## src/rtl/pmu_pkg.sv

```systemverilog
`timescale 1ns/1ps
package pmu_pkg;
  localparam int unsigned SEL_W       = 8;
  localparam int unsigned CTX_N       = 3;
  localparam int unsigned IRQ_EN_BIT  = 3;
  localparam int unsigned SEL_LO_LSB  = 4;
  localparam int unsigned SEL_UP_LSB  = 20;
  localparam int unsigned CTRL_W      = 32;
  localparam logic [CTRL_W-1:0] CTRL_KEEP = 32'h0FF0_0FFF;

  typedef enum logic [1:0] {
    ADR_CTRL = 2'd0,
    ADR_CNT  = 2'd1,
    ADR_FLAG = 2'd2,
    ADR_NONE = 2'd3
  } pmu_adr_e;

  typedef enum logic [1:0] {
    CTX_USR = 2'd0,
    CTX_SUP = 2'd1,
    CTX_HYP = 2'd2,
    CTX_RSV = 2'd3
  } pmu_ctx_e;

  typedef struct packed {
    logic [SEL_W-1:0] sel_up;
    logic [SEL_W-1:0] sel_lo;
    logic             irq_en;
    logic [CTX_N-1:0] ctx_en;
  } pmu_ctrl_t;
endpackage

```

## src/rtl/pmu_ctrl_regs.sv

```systemverilog
`timescale 1ns/1ps
module pmu_ctrl_regs
  import pmu_pkg::*;
#(
  parameter int unsigned NUM_CNT = 2
) (
  input  logic                clk,
  input  logic                rst_n,
  input  logic                ctrl_we,
  input  logic [CTRL_W-1:0]   ctrl_wdata,
  input  logic                flag_clr_we,
  input  logic [NUM_CNT-1:0]  flag_clr_bits,
  input  logic [NUM_CNT-1:0]  wrap_set,
  output pmu_ctrl_t           ctrl_o,
  output logic [CTRL_W-1:0]   ctrl_raw_o,
  output logic [NUM_CNT-1:0]  flag_o,
  output logic                irq_o
);
  logic [CTRL_W-1:0]  ctrl_q, ctrl_d;
  logic [NUM_CNT-1:0] flag_q, flag_d;
  logic [NUM_CNT-1:0] clr_vec;
  logic               flag_en;

  always_comb begin
    ctrl_d  = ctrl_wdata & CTRL_KEEP;
    clr_vec = flag_clr_we ? flag_clr_bits : '0;
    flag_d  = (flag_q & ~clr_vec) | wrap_set;
    flag_en = flag_clr_we | (|wrap_set);
  end

  always_ff @(posedge clk or negedge rst_n) begin
    if (!rst_n) begin
      ctrl_q <= '0;
    end else if (ctrl_we) begin
      ctrl_q <= ctrl_d;
    end
  end

  always_ff @(posedge clk or negedge rst_n) begin
    if (!rst_n) begin
      flag_q <= '0;
    end else if (flag_en) begin
      flag_q <= flag_d;
    end
  end

  always_comb begin
    ctrl_o.ctx_en = ctrl_q[CTX_N-1:0];
    ctrl_o.irq_en = ctrl_q[IRQ_EN_BIT];
    ctrl_o.sel_lo = ctrl_q[SEL_LO_LSB +: SEL_W];
    ctrl_o.sel_up = ctrl_q[SEL_UP_LSB +: SEL_W];
    ctrl_raw_o    = ctrl_q;
    flag_o        = flag_q;
    irq_o         = ctrl_q[IRQ_EN_BIT] & (|flag_q);
  end

  // A flag stays set unless a clear write hits it.
  assert_flag_sticky_R7: assert property (@(posedge clk) disable iff (!rst_n)
    1'b1 |=> ((flag_q & $past(flag_q & ~clr_vec)) == $past(flag_q & ~clr_vec)));

  // A wrap always lands in the flag, even against a same-cycle clear.
  assert_wrap_sets_flag_R6: assert property (@(posedge clk) disable iff (!rst_n)
    (|wrap_set) |=> ((flag_q & $past(wrap_set)) == $past(wrap_set)));

  // Control keeps its value when no control write is made.
  assert_ctrl_hold_R11: assert property (@(posedge clk) disable iff (!rst_n)
    !ctrl_we |=> $stable(ctrl_q));
endmodule

```

## src/rtl/pmu_evt_qual.sv

```systemverilog
`timescale 1ns/1ps
module pmu_evt_qual
  import pmu_pkg::*;
#(
  parameter int unsigned         EVT_N = 256,
  parameter logic [SEL_W-1:0]    PARK  = 8'hFF
) (
  input  logic [EVT_N-1:0] evt,
  input  logic [SEL_W-1:0] sel,
  input  logic             ctx_ok,
  output logic             inc
);
  logic in_range;
  logic hit;
  logic parked;

  always_comb begin
    in_range = (int'(sel) < int'(EVT_N));
    hit      = in_range ? evt[sel] : 1'b0;
    parked   = (sel == PARK);
    inc      = hit & ctx_ok & ~parked;
  end
endmodule

```

## src/rtl/pmu_counter.sv

```systemverilog
`timescale 1ns/1ps
module pmu_counter #(
  parameter int unsigned CNT_W = 32
) (
  input  logic             clk,
  input  logic             rst_n,
  input  logic             ld,
  input  logic [CNT_W-1:0] ld_val,
  input  logic             inc,
  output logic [CNT_W-1:0] cnt_o,
  output logic             wrap_o
);
  logic [CNT_W-1:0] cnt_q, cnt_d;
  logic             cnt_en;

  always_comb begin
    cnt_en = ld | inc;
    if (ld) begin
      cnt_d = ld_val;
    end else begin
      cnt_d = cnt_q + 1'b1;
    end
    wrap_o = inc & ~ld & (&cnt_q);
    cnt_o  = cnt_q;
  end

  always_ff @(posedge clk or negedge rst_n) begin
    if (!rst_n) begin
      cnt_q <= '0;
    end else if (cnt_en) begin
      cnt_q <= cnt_d;
    end
  end

  assert_count_step_R3: assert property (@(posedge clk) disable iff (!rst_n)
    (inc && !ld) |=> (cnt_q == CNT_W'($past(cnt_q) + 1'b1)));

  assert_load_wins_R9: assert property (@(posedge clk) disable iff (!rst_n)
    ld |=> (cnt_q == $past(ld_val)));

  assert_idle_hold_R4: assert property (@(posedge clk) disable iff (!rst_n)
    (!ld && !inc) |=> $stable(cnt_q));
endmodule

```

## src/rtl/dual_ctr_pmu.sv

```systemverilog
`timescale 1ns/1ps
module dual_ctr_pmu
  import pmu_pkg::*;
#(
  parameter int unsigned      CNT_W   = 32,
  parameter int unsigned      EVT_N   = 256,
  parameter logic [SEL_W-1:0] PARK_UP = 8'hFF,
  parameter logic [SEL_W-1:0] PARK_LO = 8'hFE
) (
  input  logic                 clk,
  input  logic                 rst_n,
  input  logic [1:0]           addr,
  input  logic                 wr_en,
  input  logic [2*CNT_W-1:0]   wr_data,
  input  logic [1:0]           wr_be,
  input  logic [EVT_N-1:0]     evt,
  input  logic [1:0]           priv,
  output logic [2*CNT_W-1:0]   rd_data,
  output logic                 irq
);
  localparam int unsigned NUM_CNT = 2;
  localparam int unsigned DATA_W  = NUM_CNT * CNT_W;

  logic [1:0]          rst_pipe;
  logic                rst_sync_n;
  pmu_ctrl_t           ctrl;
  logic [CTRL_W-1:0]   ctrl_raw;
  logic [NUM_CNT-1:0]  flags;
  logic [NUM_CNT-1:0]  wraps;
  logic [NUM_CNT-1:0]  loads;
  logic [CNT_W-1:0]    cnt_val [NUM_CNT];
  logic                ctx_ok;
  logic                ctrl_we;
  logic                flag_clr_we;

  // Reset asserts at once, releases on the clock.
  always_ff @(posedge clk or negedge rst_n) begin
    if (!rst_n) begin
      rst_pipe <= '0;
    end else begin
      rst_pipe <= {rst_pipe[0], 1'b1};
    end
  end
  assign rst_sync_n = rst_pipe[1];

  always_comb begin
    ctrl_we     = wr_en & (addr == ADR_CTRL) & wr_be[0];
    flag_clr_we = wr_en & (addr == ADR_FLAG) & wr_be[0];
    unique case (priv)
      CTX_USR: ctx_ok = ctrl.ctx_en[0];
      CTX_SUP: ctx_ok = ctrl.ctx_en[1];
      CTX_HYP: ctx_ok = ctrl.ctx_en[2];
      default: ctx_ok = 1'b0;
    endcase
  end

  pmu_ctrl_regs #(.NUM_CNT(NUM_CNT)) u_regs (
    .clk          (clk),
    .rst_n        (rst_sync_n),
    .ctrl_we      (ctrl_we),
    .ctrl_wdata   (wr_data[CTRL_W-1:0]),
    .flag_clr_we  (flag_clr_we),
    .flag_clr_bits(wr_data[NUM_CNT-1:0]),
    .wrap_set     (wraps),
    .ctrl_o       (ctrl),
    .ctrl_raw_o   (ctrl_raw),
    .flag_o       (flags),
    .irq_o        (irq)
  );

  for (genvar gi = 0; gi < NUM_CNT; gi++) begin : g_cnt
    // Counter 0 occupies the upper half, counter 1 the lower half.
    localparam int unsigned      HALF = NUM_CNT - 1 - gi;
    localparam logic [SEL_W-1:0] PARK = (gi == 0) ? PARK_UP : PARK_LO;
    logic [SEL_W-1:0] sel;
    logic             inc;

    assign sel      = (gi == 0) ? ctrl.sel_up : ctrl.sel_lo;
    assign loads[gi] = wr_en & (addr == ADR_CNT) & wr_be[HALF];

    pmu_evt_qual #(.EVT_N(EVT_N), .PARK(PARK)) u_qual (
      .evt   (evt),
      .sel   (sel),
      .ctx_ok(ctx_ok),
      .inc   (inc)
    );

    pmu_counter #(.CNT_W(CNT_W)) u_ctr (
      .clk   (clk),
      .rst_n (rst_sync_n),
      .ld    (loads[gi]),
      .ld_val(wr_data[HALF*CNT_W +: CNT_W]),
      .inc   (inc),
      .cnt_o (cnt_val[gi]),
      .wrap_o(wraps[gi])
    );

    assert_parked_R5: assert property (@(posedge clk) disable iff (!rst_sync_n)
      ((sel == PARK) && !loads[gi]) |=> $stable(cnt_val[gi]));

    assert_rsv_ctx_R4: assert property (@(posedge clk) disable iff (!rst_sync_n)
      ((priv == CTX_RSV) && !loads[gi]) |=> $stable(cnt_val[gi]));
  end

  always_comb begin
    unique case (addr)
      ADR_CTRL: rd_data = DATA_W'(ctrl_raw);
      ADR_CNT:  rd_data = {cnt_val[0], cnt_val[1]};
      ADR_FLAG: rd_data = DATA_W'(flags);
      default:  rd_data = '0;
    endcase
  end

  assert_irq_needs_flag_R8: assert property (@(posedge clk) disable iff (!rst_sync_n)
    irq |-> (flags != '0));
endmodule

```

## config.mk

```make
export PLATFORM = sky130hd
export DESIGN_NAME = dual_ctr_pmu
export DESIGN_NICKNAME = d
export VERILOG_FILES = /design/src/rtl/pmu_pkg.sv /design/src/rtl/pmu_ctrl_regs.sv /design/src/rtl/pmu_evt_qual.sv /design/src/rtl/pmu_counter.sv /design/src/rtl/dual_ctr_pmu.sv
export SDC_FILE = /design/constraint.sdc
export NUM_CORES = 1
export LEC_CHECK = 0
export BUFFER_PORTS_ARGS = -buffer_cell sky130_fd_sc_hd__buf_4
export CAP_MARGIN = 0
export CORE_MARGIN = 2
export CORE_UTILIZATION = 35
export CTS_CLUSTER_DIAMETER = 150
export DETAILED_ROUTE_END_ITERATION = 16
export GPL_ROUTABILITY_DRIVEN = 0
export MAX_ROUTING_LAYER = met4
export PLACE_DENSITY_LB_ADDON = 0.1
export REMOVE_ABC_BUFFERS = 1
export SLEW_MARGIN = 40
export SYNTH_ARGS = -nofsm -noshare
export SYNTH_HDL_FRONTEND = slang
export SYNTH_HIERARCHICAL = 1
export SYNTH_SLANG_ARGS = --single-unit
export TNS_END_PERCENT = 1
```

## constraint.sdc

```tcl
create_clock -name clk -period 4.5 [get_ports clk]
set_clock_uncertainty 0.1 [all_clocks]
set_input_delay 1.35 -clock clk [delete_from_list [all_inputs] [get_ports clk]]
set_output_delay 1.35 -clock clk [all_outputs]
set_load 0.1 [all_outputs]
```

==> flow_metrics.env <==
export IMPL_vias=10350
export IMPL_via_per_inst=5.80
export IMPL_final_antenna_net_count=0
export IMPL_ios=394
export IMPL_cts_root_buf="clkbuf_16"
export IMPL_chipHeight_um=177
export IMPL_drc_errors=0
export IMPL_syn_area_um2=10400
export IMPL_maxCapViolCount=0
export IMPL_powerDensity_nw_per_um2=362
export IMPL_die_x_um=177
export IMPL_layout_cells_non_filler=1785
export IMPL_final_cell_mix="445 x buf_4, 96 x mux4_2, 82 x nor2_1"
export IMPL_yosys_warnings=6
export IMPL_arrival_ns=4.43
export IMPL_rows=63
export IMPL_fin_crit_sh_pct=94.4
export IMPL_setup_viol=0
export IMPL_antenna_found_initial=2
export IMPL_hold_viol_final=0
export IMPL_finalNetCount=1719
export IMPL_track_usage_pct=26.3
export IMPL_ys_seq_elements=88
export IMPL_max_vdd_ir_drop_mv=0.195
export IMPL_ys_flop_type="dfrtp_1"
export IMPL_fin_crit_ns=4.25
export IMPL_routedWlPerCell_um=22.6
export IMPL_power_mw=5.06
export IMPL_core_area_um2=29500
export IMPL_status="complete, no violations"
export IMPL_drive_gt1_share_pct=45.2
export IMPL_leakage_nw=5.94
export IMPL_cts_tree="done"
export IMPL_worst_pin_slew_ns=0.680
export IMPL_grt_max_degree=46
export IMPL_numCtsBuffers=9
export IMPL_final_core_util_pct=47.5
export IMPL_mostFrequentLayoutCell="buf_4"
export IMPL_dpl_hpwl_um=32400
export IMPL_clk_pin_slew_worst_paths_ns=0.07
export IMPL_crit_type="primary input to flop"
export IMPL_final_max_slew_viol_count=0
export IMPL_ys_seq_area_share_pct=21.1
export IMPL_place_area_um2=13700
export IMPL_grt_pass1_vias=10555
export IMPL_drt_pass1_iterations=5
export IMPL_numClockSinks=88
export IMPL_synthArstFlopShare_pct=100
export IMPL_wirelength_um=40300
export IMPL_rsz0062_at_grt="false"
export IMPL_clock_latency_ns=0.34
export IMPL_htreeDepth=3
export IMPL_clk_path_buf_depth=2
export IMPL_syn_inst=1029
export IMPL_fin_setup_tns_ns=0
export IMPL_syn2layout_area_growth_pct=34.2
export IMPL_hold_slack_ns=0.0334
export IMPL_critPathRequiredTime_ns=4.68
export IMPL_fmax_mhz=235
export IMPL_final_area_um2=14000
export IMPL_start_util_pct=35.4
export IMPL_avgSynthCellArea_um2=10.1
export IMPL_post_cts_buffers=0
export IMPL_pre_cts_ws_ns=-0.185
export IMPL_crit_path_start_kind="primary input"
export IMPL_placed_cells=1767
export IMPL_critPathMaxFanout=14
export IMPL_synth_edf_count=0
export IMPL_fin_ws_ns=0.250
export IMPL_drt_iter0_drc=804
export IMPL_slew_headroom_pct=54.7
export IMPL_port_buffers=393
export IMPL_grt_pass1_wl_um=61100
export IMPL_fp_dieArea_um2=31200
export IMPL_hold_class="flop to async pin"
export IMPL_endpoint_kind="flop"
export IMPL_grt_overflow=0
export IMPL_synth_cell_type_count=70
per-layer routing:
layer,GRT usage [%],vias up,share of wire [%],routed length (um)
li1,-,4753,-,-
met1,34.6,5053,42,16900
met2,41.6,500,47,18900
met3,6.57,44,9.4,3790
met4,4.92,0,1.7,688
met5,-,-,0,0
worst max-delay path: stages:
cell       delay, ns
buf_4           0.08
mux4_1          0.25
mux2_2          0.19
a2111oi_0       0.11
buf_4           0.17
o41ai_1         0.35
a32o_1          0.36
nand2_1         0.12
or4_4           0.65
buf_4           0.18
nor4_1          0.36
buf_4           0.18
a21o_1          0.07
worst paths after layout:
check | startpoint | endpoint | slack (ns) | cells past startpoint
setup reg to reg | u_regs/ctrl_raw_o[20] | u_regs/flag_o[0] | 0.36 | 14
hold reg to reg | rst_pipe[1] | g_cnt[0].u_ctr/cnt_o[10] | 0.03 | 0
max in group asynchronous | rst_pipe[1] | u_regs/ctrl_raw_o[20] | 3.26 | 3
hold / removal | rst_pipe[1] | g_cnt[0].u_ctr/cnt_o[10] | 0.03 | 0
min in group clk | rst_pipe[0] | rst_pipe[1] | 0.25 | 0
setup / recovery | evt[85] | u_regs/flag_o[0] | 0.25 | 13
power by group:
group / switching, mW / internal (mW) / total (mW)
sequential: 0.442 / 0.979 / 1.42
clock: 0.320 / 0.447 / 0.768
combinational: 1.54 / 1.33 / 2.88
cell type report:
class                           instances  area, um2
Fill cell                            2936      15500
Multi-Input combinational cell        813       7410
Timing Repair Buffer                  452       3480
Sequential cell                        88       2220
Tap cell                              390        488
Clock buffer                           12        246
Inverter                               24       90.1
Clock inverter                          4       53.8
Antenna cell                            2       5.00
state kept, by name (all words and copies together) (netlist names):
name and cells:
g_cnt.u_ctr/cnt_o 64, u_regs/flag_o 2, rst_pipe 2, u_regs/ctrl_raw_o 20
cells in the mapped netlist (5+ instances only):
master / instances / area (um2)
a211o_1: 7 / 61.3
a21oi_1: 8 / 40.0
a221oi_1: 5 / 43.8
a22oi_1: 16 / 120
a31oi_1: 35 / 219
and2_1: 35 / 219
and3_1: 10 / 62.6
buf_2: 21 / 105
buf_4: 43 / 323
buf_6: 17 / 191
clkbuf_1: 30 / 113
dfrtp_1: 88 / 2200
inv_1: 23 / 86.3
mux2_2: 18 / 203
mux2_4: 20 / 300
mux2i_1: 70 / 701
mux4_1: 19 / 499
mux4_2: 96 / 2160
nand2_1: 70 / 263
nand2b_1: 8 / 50.1
nand3_1: 40 / 200
nand4_1: 32 / 200
nor2_1: 82 / 308
nor2b_1: 12 / 75.1
nor3_1: 6 / 30.0
nor4_1: 15 / 93.8
o211ai_1: 5 / 37.5
o21ai_0: 36 / 180
o221ai_1: 8 / 70.1
o31ai_1: 25 / 188
or3_1: 8 / 50.1
or4_1: 30 / 225
xnor2_1: 12 / 105
xor2_1: 12 / 105
kinds of logic (layout without fill, tap and decap cells):
| kind of cell | count (synthesis) | after routing | share of synthesized area, % |
|---|---|---|---|
| muxes | 223 | 223 | 37.1 |
| adders and majority gates | 2 | 2 | 0.240 |
| and+or+nand+nor | 373 | 373 | 19.2 |
| AOI/OAI and AO/OA | 178 | 178 | 11.8 |
| buffers and inverters | 139 | 492 | 8.44 |
| xor gates and xnor gates | 24 | 24 | 2.02 |
| other | 2 | 15 | 0.0720 |
| DFF | 88 | 88 | 21.1 |
repair_timing:
| action | 4_1_cts | 5_1_grt |
|---|---|---|
| gates resized for setup | 0 | 1 |
| hold buffers | 0 | 0 |
| setup endpoints to repair | 0 | 3 |
Power figures use the tool's default switching activity.
